### config.mk
export PLATFORM = sky130hd
export DESIGN_NAME = deadband_gen
export DESIGN_NICKNAME = d
export VERILOG_FILES = /design/src/rtl/deadband_pkg.sv /design/src/rtl/deadband_path.sv /design/src/rtl/deadband_ctrl.sv /design/src/rtl/deadband_gen.sv
export SDC_FILE = /design/constraint.sdc
export NUM_CORES = 1
export LEC_CHECK = 0
export BUFFER_PORTS_ARGS = -buffer_cell sky130_fd_sc_hd__buf_2
export CELL_PAD_IN_SITES_DETAIL_PLACEMENT = 1
export CELL_PAD_IN_SITES_GLOBAL_PLACEMENT = 2
export CORE_MARGIN = 2
export CORE_UTILIZATION = 35
export DETAILED_ROUTE_END_ITERATION = 10
export HOLD_SLACK_MARGIN = 0.15
export PLACE_DENSITY = 0.79
export SKIP_CTS_REPAIR_TIMING = 1
export SYNTH_ARGS = -nofsm -noshare
export SYNTH_HDL_FRONTEND = slang
export SYNTH_HIERARCHICAL = 1
export SYNTH_SLANG_ARGS = --single-unit
### constraint.sdc
create_clock -name clk -period 3.4 [get_ports clk]
set_clock_uncertainty 0.15 [all_clocks]
set_input_delay 0.51 -clock clk [delete_from_list [all_inputs] [get_ports clk]]
set_output_delay 0.51 -clock clk [all_outputs]
set_load 0.01 [all_outputs]
### src/rtl/deadband_pkg.sv
package deadband_pkg;

  localparam int CODE_W  = 8;
  localparam int DELAY_W = 10;

  typedef struct packed {
    logic load;
    logic step;
  } dtStrobe_t;

  function automatic logic [DELAY_W-1:0] decodeDelay(input logic [CODE_W-1:0] code);
    logic [DELAY_W-1:0] base;
    if (!code[7]) begin
      decodeDelay = DELAY_W'(code);
    end else if (!code[6]) begin
      base = DELAY_W'(code[5:0]) + DELAY_W'(64);
      decodeDelay = base << 1;
    end else if (!code[5]) begin
      base = DELAY_W'(code[4:0]) + DELAY_W'(32);
      decodeDelay = base << 3;
    end else begin
      base = DELAY_W'(code[4:0]) + DELAY_W'(32);
      decodeDelay = base << 4;
    end
  endfunction

endpackage

### src/rtl/deadband_path.sv
module deadband_path
  import deadband_pkg::*;
#(
  parameter int CNT_W = DELAY_W
) (
  input  logic              clk,
  input  logic              rstN,
  input  logic [CODE_W-1:0] dtCode,
  input  dtStrobe_t         strobe,
  output logic              decZero,
  output logic              cntZero,
  output logic              cntOne
);

  logic [DELAY_W-1:0] decoded;
  logic [CNT_W-1:0]   cnt;

  always_comb begin
    decoded = decodeDelay(dtCode);
    decZero = (decoded == '0);
  end

  always_ff @(posedge clk) begin
    if (!rstN) begin
      cnt <= '0;
    end else if (strobe.load) begin
      cnt <= CNT_W'(decoded);
    end else if (strobe.step) begin
      cnt <= cnt - CNT_W'(1);
    end
  end

  assign cntZero = (cnt == '0);
  assign cntOne  = (cnt == CNT_W'(1));

endmodule

### src/rtl/deadband_ctrl.sv
module deadband_ctrl
  import deadband_pkg::*;
(
  input  logic      clk,
  input  logic      rstN,
  input  logic      refIn,
  input  logic      dtTick,
  input  logic      trueEn,
  input  logic      compEn,
  input  logic      decZero,
  input  logic      cntZero,
  input  logic      cntOne,
  output dtStrobe_t strobe,
  output logic      trueOut,
  output logic      compOut
);

  logic refPrev;
  logic trueRaw;
  logic compRaw;
  logic edgeSeen;
  logic expire;

  always_comb begin
    edgeSeen     = refIn ^ refPrev;
    strobe.load  = edgeSeen;
    strobe.step  = !edgeSeen && dtTick && !cntZero;
    expire       = strobe.step && cntOne;
  end

  always_ff @(posedge clk) begin
    if (!rstN) begin
      refPrev <= 1'b0;
      trueRaw <= 1'b0;
      compRaw <= 1'b1;
    end else begin
      refPrev <= refIn;
      if (edgeSeen) begin
        if (refIn) begin
          compRaw <= 1'b0;
          trueRaw <= decZero;
        end else begin
          trueRaw <= 1'b0;
          compRaw <= decZero;
        end
      end else if (expire) begin
        if (refPrev) trueRaw <= 1'b1;
        else         compRaw <= 1'b1;
      end
    end
  end

  assign trueOut = trueRaw & trueEn;
  assign compOut = compRaw & compEn;

endmodule

### src/rtl/deadband_gen.sv
module deadband_gen
  import deadband_pkg::*;
#(
  parameter int CNT_W = DELAY_W
) (
  input  logic              clk,
  input  logic              rstN,
  input  logic              refIn,
  input  logic [CODE_W-1:0] dtCode,
  input  logic              dtTick,
  input  logic              trueEn,
  input  logic              compEn,
  output logic              trueOut,
  output logic              compOut
);

  dtStrobe_t strobe;
  logic      decZero;
  logic      cntZero;
  logic      cntOne;

  deadband_path #(.CNT_W(CNT_W)) pathInst (
    .clk     (clk),
    .rstN    (rstN),
    .dtCode  (dtCode),
    .strobe  (strobe),
    .decZero (decZero),
    .cntZero (cntZero),
    .cntOne  (cntOne)
  );

  deadband_ctrl ctrlInst (
    .clk     (clk),
    .rstN    (rstN),
    .refIn   (refIn),
    .dtTick  (dtTick),
    .trueEn  (trueEn),
    .compEn  (compEn),
    .decZero (decZero),
    .cntZero (cntZero),
    .cntOne  (cntOne),
    .strobe  (strobe),
    .trueOut (trueOut),
    .compOut (compOut)
  );

endmodule

# --- Word-level counts from Yosys, hierarchy flattened ---
# Cells that the tools add are included.
# Widths: inputs -> output; s select.
totals:
  regBits: 13
op_classes:
  addsub: 3
  eq_ne: 2
  muxes: 13
  n_bitwise: 3
  reduce_logical: 12
op_table:
  columns: ["op", "n"]
  rows:
  - ["$mux 10", 5]
  - ["$logic_not 10->1", 2]
  - ["$eq 10x1->1 const B", 1]
  - ["$sub 10x1->10 const B", 1]
  - ["$add 6x7->8 const B", 1]
  - ["$mux 1", 8]
  - ["$add 5x6->7 const B", 1]
  - ["$reduce_bool 2->1", 3]
  - ["$reduce_and 2->1", 2]
  - ["$logic_and 1x1->1", 3]
  - ["$and 1x1->1", 2]
  - ["$logic_not 1->1", 2]
  - ["$ne 2x2->1 const B", 1]
  - ["$xor 1x1->1", 1]

# --- Logic depth before layout (Yosys ltp) ---
# Gate-level depths: netlist (run 1).
depth:
  word_depth: 7
  depth_mapped: 10
  depth_no_buf: 9

# --- Cells and area by module ---
# The synthesis (run 1) kept the hierarchy.
modules_own_cells:
  columns: ["module", "instances", "cells_each", "area_per_inst_um2", "seq_area_each_um2"]
  rows:
  - ["deadband_path", 1, 98, 799.5, 200.2]
  - ["deadband_ctrl", 1, 23, 191.4, 60.1]

# --- Worst setup path before layout (run 1) ---
# Ideal clock, no wire load.
synth_path:
  kind: "input -> register"
  from: "input refIn"
  to: "register pathInst.cnt[6]"
  setup_ns: 0.116
  arrival_ns: 1.873
  t_required_ns: 3.134
  slack_ns: 1.261
  cell_stages: 8
  path_buffers: 1
  cell_sequence: "inv_1 > ha_1 > nor3b_1 > buf_4 > and4bb_2 > nand2_1 > xnor2_1 > o211a_1"
synth_lines:
  columns: ["item", "line_no", "source"]
  rows:
  - ["start: declaration", "deadband_gen.sv:8", "input logic refIn,"]
  - ["end signal: assignment", "deadband_path.sv:27", "cnt <= CNT_W'(decoded);"]
  - ["end signal: assignment", "deadband_path.sv:29", "cnt <= cnt - CNT_W'(1);"]
  - ["end: declaration", "deadband_path.sv:16", "logic [CNT_W-1:0] cnt;"]

==> out/qor.txt, run 1 <==
Post-synth EDFFs: 0
Setup crit end kind: flop
Worst path slowest cell: dfxtp_1
post-synthesis cell type count: 41
starting density of the core: 36.2%
area occupied by multi-input gates: 646 um2
# setup viols final: 0
r2r setup slk: 1120 ps
Fill cells: 342
CP Depth: 9
die span in x: 57.2 um
Sw Pwr: 0.150 mW
run status: complete, no violations
syn_nets: 139
TritonCTS clock tree: done
combinational cell fraction of total power: 31.8%
vias: 922
worst path cell trace: inv_1, ha_1, and2_1, nor3b_1, buf_4, and4bb_2, nand2_1, xnor2_1, o211a_1
clk buf depth: 2
crit path from: pathInst/cnt[0]$_SDFFE_PN0P_
Power Internal: 0.277 mW
clk slew on worst S/H paths: 80 ps
Sink Count: 13
WL final: 2.55 mm
fin crit share: 67.1%
relative slew slack: 80.7%
share of layout cells above drive strength 1: 20.7%
Critical Path AT: 2310 ps
clk_lat worst skew: 280 ps
Worst Setup EP: pathInst/cnt[6]$_SDFFE_PN0P_
critical-path maximum fanout: 10
routed len/inst: 15.4 um
DR WL met3: 81 um
Clock Tree Root: clkbuf_4
initial drt markers: 25
Final ANT Viol Nets: 0
syn_area_per_cell: 8.19 um2
cell area power density: 388 nW/um2
M1 WL: 1.19 mm
register area share after synthesis: 26.3%
ant diodes: 0
Residual DRC: 0
PortBufs: 15
Top delay family on crit path: simple AND/OR/NAND/NOR gates
fin. max-slew vios: 0
Post-Layout Inst Area: 1100 um2
Worst Tran Pin Value: 288 ps
slowest stage delay, CP: 470 ps
Die ar.: 3270 um2
Final Hold Viols: 0
max-cap violations: 0
VDD IR max: 0.000159 V
Setup CP Type: reg -> reg
largest net degree at the start of global routing: 18
initial antenna violation count: 0
Worst setup SP type: flop
vias per cell: 5.55
Vert. Die Dim: 57.2 um
Setup TNS Final: 0 ps
Final min period: 2280 ps
RD Place Congestion: 0.769
number of buffers created by CTS: 3
switching share of power: 35.2%
RR Startpoint: pathInst/cnt[0]$_SDFFE_PN0P_
Cells after Synth: 121
cell area after placement: 1080 um2
top sig layer: met4
Max Freq: 0.438 GHz
worst hold slack: 329 ps
first-pass GRT wire length: 4.29 mm
post-synthesis cell area: 991 um2
Main synth FF type: dfxtp_1
worst reg2reg endpoint: pathInst/cnt[6]$_SDFFE_PN0P_
Clock Power Share: 23.7%
Post-synth ARST share: 0%
H-tree depth: 1
IO Count: 16
Layout area overhead: 11.2%
Buf/Inv on CP: 2
FF-to-FF path depth: 9
num rows: 19
RSZ-0062 raised after global routing: no
core area: 2730 um2
final core utilization: 40.3%
hpwl dp: 2.02 mm
synth warn: 6
vias in the first global route: 923
Sequential Power Share: 44.4%
routed length on met2: 1.24 mm
First-pass DRT Iterations: 4
grt ovf: 0
CP required: 3430 ps
Static Leak: 0.472 nW
Hold WC Path Type: in -> reg
number of synthesized register bits: 13
GRT Overall Usage: 16.9%
nets: 154
total area of sequential cells: 260 um2
logic make-up (layout without fill, tap and decap cells):
logic type               after synthesis  in the layout  share of synthesized area, %
AO/OA/AOI/OAI                         32             32                          21.5
multiplexers                           2              2                          2.02
XOR/XNOR                               9              9                          7.95
adder cells (fa/ha/maj)                4              4                          5.05
flip-flops                            13             13                          26.3
buffers and inverters                 18             32                          8.58
AND/OR/NAND/NOR                       43             43                          28.7
cell usage after synthesis, types with 2 or more instances:
cell type,instances,share of area (%)
buf_2,2,1.0
mux2i_1,2,2.0
inv_1,10,3.8
nand2_1,8,3.0
xnor2_1,3,2.7
nand4_1,2,1.3
dfxtp_1,13,26
ha_1,4,5.1
a221oi_1,2,1.8
xor2_1,6,5.3
nor2_1,5,1.9
nand3_1,3,1.5
a21oi_1,9,4.5
nor2b_1,4,2.5
o211a_1,2,2.0
nor3_1,4,2.0
nand3b_1,2,1.5
nor4_2,2,2.5
and2_1,5,3.2
o21ai_0,7,3.5
buf_4,2,1.5
a211oi_1,5,3.8
how the worst min path moves through the flow:
stage                                        from                             to  slack, ps  cells after the start
finish                                      refIn    ctrlInst/refPrev$_SDFF_PN0_        330                      2
global route                                refIn    ctrlInst/refPrev$_SDFF_PN0_        330                      2
CTS                                         refIn    ctrlInst/refPrev$_SDFF_PN0_        320                      2
detailed placement  ctrlInst/trueRaw$_SDFFE_PN0P_  ctrlInst/trueRaw$_SDFFE_PN0P_        410                      2
global placement    ctrlInst/compRaw$_SDFFE_PN1P_  ctrlInst/compRaw$_SDFFE_PN1P_        370                      2
floorplan           ctrlInst/compRaw$_SDFFE_PN1P_  ctrlInst/compRaw$_SDFFE_PN1P_        360                      2
layout by cell type (no fill, tap or decap), types with 2 or more instances in the layout:
master    count
a221oi_1      2
clkbuf_4      3
inv_1        10
mux2i_1       2
o21ai_0       7
nand3b_1      2
dfxtp_1      13
a21oi_1       9
buf_2        15
xor2_1        6
nand2_1       8
nor2_1        5
and2_1        5
nor2b_1       4
o211a_1       2
nand3_1       3
nor4_2        2
a211oi_1      5
xnor2_1       3
nand4_1       2
ha_1          4
buf_4         2
nor3_1        4
sequential cells by signal, indices dropped and copies added (netlist names):
name	cells
ctrlInst/trueRaw	1
ctrlInst/compRaw	1
ctrlInst/refPrev	1
pathInst/cnt	10
worst register-to-register path: stages (launching register included):
cell,delay (ps)
dfxtp_1,470
inv_1,90
ha_1,240
and2_1,160
nor3b_1,170
buf_4,200
and4bb_2,290
nand2_1,80
xnor2_1,130
o211a_1,200
metrics by stage:
| step | cells | setup WS [ps] | power [mW] |
|---|---|---|---|
| after floorplan | 121 | 1260 | 0.291 |
| after global placement | 162 | 1110 | 0.325 |
| after detailed placement | 162 | 1040 | 0.330 |
| after CTS | 166 | 1100 | 0.433 |
| after global routing | 166 | 955 | 0.460 |
| final | 166 | 1120 | 0.427 |
power by group through the flow:
stage | logic (mW) | registers, mW | clock network, mW
after floorplan | 0.102 | 0.189 | 0
after global placement | 0.132 | 0.193 | 0
after detailed placement | 0.136 | 0.194 | 0
after CTS | 0.137 | 0.190 | 0.105
after global routing | 0.153 | 0.193 | 0.113
final | 0.136 | 0.190 | 0.101
area by class of cell:
| cell class | count | share of cell area [%] |
|---|---|---|
| multi-input cells | 90 | 58.6 |
| flip-flops and latches | 13 | 23.6 |
| repair buffers | 17 | 8.17 |
| inverters | 11 | 3.75 |
| well taps | 31 | 3.52 |
| clock buffers | 4 | 2.38 |
per-layer routing:
layer	global-route usage (%)	vias to the layer above
li1	-	460
met1	21.5	443
met2	28.2	15
met3	2.95	4
met4	6.98	0
met5	0	-
(Power assumes the default switching activity.)
==> run 2, diff against run 1 <==
Settings changed: ABC_AREA set to 1, CORE_UTILIZATION 35 to 29, PLACE_DENSITY 0.79 to 0.74.
Clock period 3.4 ns to 2.3 ns, I/O delays scaled along.
==> run 2 against run 1 <==
Compared with the run above:
- sequential power increased by 45%
- cell count increased by 49%
- critical endpoint is now pathInst/cnt[9]$_SDFFE_PN0P_
- largest power group is now combinational cells
- clock power increased by 110%
- largest cell class unchanged
- global-route usage decreased by 0.60 points
==> out/qor.txt, run 2 <==
run status: complete, no violations
vias per cell: 4.74 (-15%)
Clock Power Share: 27.2% (+3.5 points)
mux contribution to synthesized area: 0% (-2.0 points)
Fill cells: 515 (+51%)
post-synthesis cell type count: 27 (-34%)
Adder-Cell Fraction of Synth Area: 4.58% (-0.47 points)
RSZ-0062 raised after global routing: no
Sw Pwr: 0.294 mW (+96%)
post-synthesis cell area: 1090 um2 (+10%)
VDD IR max: 0.000139 V (-12%)
switching share of power: 38.3% (+3.1 points)
Main synth FF type: dfxtp_1
# setup viols final: 0 (unchanged)
max FFs per register: 10 (unchanged)
Static Leak: 0.627 nW (+33%)
largest net degree at the start of global routing: 12 (-6)
share of layout cells above drive strength 1: 21.1% (+0.36 points)
critical-path maximum fanout: 6 (-4)
number of synthesized register bits: 13 (unchanged)
num rows: 22 (+3)
Final min period: 2050 ps (-231 ps)
core area: 3630 um2 (+33%)
Final ANT Viol Nets: 0 (unchanged)
fin crit share: 89.1% (+22 points)
count leader, synth: nand2_1
Overall Power: 0.768 mW (+80%)
starting density of the core: 30.1% (-6.2 points)
TritonCTS clock tree: done
die span in x: 65.4 um (+14%)
Worst setup SP type: flop
IO Count: 16 (unchanged)
post-synth top area cell: dfxtp_1
Hold WC Path Type: in -> reg
Setup crit end kind: flop
register area share after synthesis: 23.8% (-2.5 points)
Placed Instances: 243 (+50%)
cell area power density: 604 nW/um2 (+56%)
clk slew on worst S/H paths: 60 ps (-20 ps)
first-pass GRT wire length: 5.42 mm (+26%)
combinational family with the most area after synthesis: simple AND/OR/NAND/NOR gates
initial antenna violation count: 0 (unchanged)
initial drt markers: 23 (-8.0%)
Vert. Die Dim: 65.4 um (+14%)
Post-Layout Inst Area: 1270 um2 (+15%)
CP required: 2280 ps (-1150 ps)
Max Freq: 0.488 GHz (+11%)
relative slew slack: 82.1% (+1.5 points)
max-cap violations: 0 (unchanged)
top cells by count, synth: nand2_1, inv_1, nand3_1
Worst Tran Pin Value: 267 ps (-20.4 ps)
H-tree depth: 1 (unchanged)
routed len/inst: 12.6 um (-18%)
compound-cell area share of the yosys netlist: 19.7% (-1.8 points)
vias in the first global route: 1213 (+31%)
PortBufs: 15 (unchanged)
syn_area_per_cell: 6.01 um2 (-27%)
vias: 1171 (+27%)
final setup margin: 250 ps (-869 ps)
Cells after Synth: 182 (+50%)
final core utilization: 35.0% (-5.3 points)
Residual DRC: 0 (unchanged)
Sequential Power Share: 35.8% (-8.6 points)
number of buffers created by CTS: 3 (unchanged)
Final Hold Viols: 0 (unchanged)
Setup TNS Final: 0 ps (unchanged)
worst hold slack: 195 ps (-134 ps)
Die ar.: 4280 um2 (+31%)
Layout area overhead: 16.2%
Power Internal: 0.474 mW (+71%)
synth top area cells: dfxtp_1, nand2_1, inv_1
Post-synth EDFFs: 0 (unchanged)
First-pass DRT Iterations: 4 (unchanged)
WL final: 3.11 mm (+22%)
Setup CP Type: reg -> reg
Sink Count: 13 (unchanged)
hpwl dp: 2.68 mm (+33%)
dpl ws: 196 ps (-844 ps)
RR Startpoint: pathInst/cnt[0]$_SDFFE_PN0P_
ant diodes: 0 (unchanged)
Final Non-Filler Cells: 247 (+49%)
combinational cell fraction of total power: 37.0% (+5.2 points)
nets: 218 (+42%)
synth warn: 6 (unchanged)
fin. max-slew vios: 0 (unchanged)
Critical Path AT: 2030 ps (-280 ps)
area fraction of the dominant cell type after synthesis: 23.8% (-2.5 points)
clk buf depth: 2 (unchanged)
syn_nets: 200 (+44%)
XOR/XNOR share of the synthesized area: 0.801% (-7.2 points)
clk_lat worst skew: 250 ps (-30 ps)
grt ovf: 0 (unchanged)
HP Start: refIn
GRT Overall Usage: 16.3% (-0.60 points)
simple-gate portion of the synthesized area: 36.6% (+8.0 points)
Clock Tree Root: clkbuf_8
commonest cells after routing, fill and taps aside: nand2_1, inv_1, nand3_1
Post-synth ARST share: 0% (unchanged)
RD Place Congestion: 0.813 (+5.7%)
commonest non-fill, non-tap cell in the layout: nand2_1
Biggest register: pathInst/cnt
crit path from: pathInst/cnt[0]$_SDFFE_PN0P_
cell area after placement: 1220 um2 (+13%)
run 2: cell types whose count changed after synthesis, moves of 7 or more:
cell and change:
nand3_1 +13, nand2_1 +35, inv_1 +18, inv_2 +7
nor2_1 +9
run 2: worst paths after layout:
check                                   to  slack (ps)  cells past startpoint
max           pathInst/cnt[9]$_SDFFE_PN0P_         250                     12
min            ctrlInst/refPrev$_SDFF_PN0_         200                      3
max reg2reg   pathInst/cnt[9]$_SDFFE_PN0P_         250                     12
min reg2reg  ctrlInst/trueRaw$_SDFFE_PN0P_         310                      2
run 2: power groups by stage:
| stage | Combinational, mW | Clock, mW | Sequential, mW |
|---|---|---|---|
| floorplan | 0.211 | 0 | 0.272 |
| detailed placement | 0.282 | 0 | 0.280 |
| global placement | 0.276 | 0 | 0.280 |
| global route | 0.328 | 0.232 | 0.279 |
| finish | 0.284 | 0.209 | 0.275 |
| CTS | 0.284 | 0.219 | 0.275 |
run 2: routing by layer:
metal | global-route usage [%] | routed length, um
met3 | 1.54 | 52
met5 | 0 | 0
met2 | 28.2 | 1440
met4 | 5.47 | 43
met1 | 21.2 | 1580
run 2: worst max-delay path, cell delays in order, from the launching register on:
cell and delay, ps:
dfxtp_1 340, inv_1 110, ha_1 250, nand2_1 140
nor2_1 60, inv_1 80, nand2_1 80, nor2_2 120
inv_1 120, nand2_2 140, inv_2 70, a31oi_1 190
a21oi_1 90
run 2: area by class of cell:
cell class                      count  area (um2)  share of cell area [%]
Clock buffer                        3        41.3                    3.25
Clock inverter                      1        5.00                   0.394
Inverter                           35         131                    10.3
Multi-Input combinational cell    130         683                    53.7
Tap cell                           48        60.1                    4.72
Sequential cell                    13         260                    20.5
Timing Repair Buffer               17        90.1                    7.09
run 2: cell families (layout without fill, tap and decap cells):
logic type,after synthesis,in the layout
AOI/OAI and AO/OA,38,38
xor gates and xnor gates,1,1
adders and majority gates,4,4
buffers and inverters,39,56
DFF,13,13
and+or+nand+nor,87,87
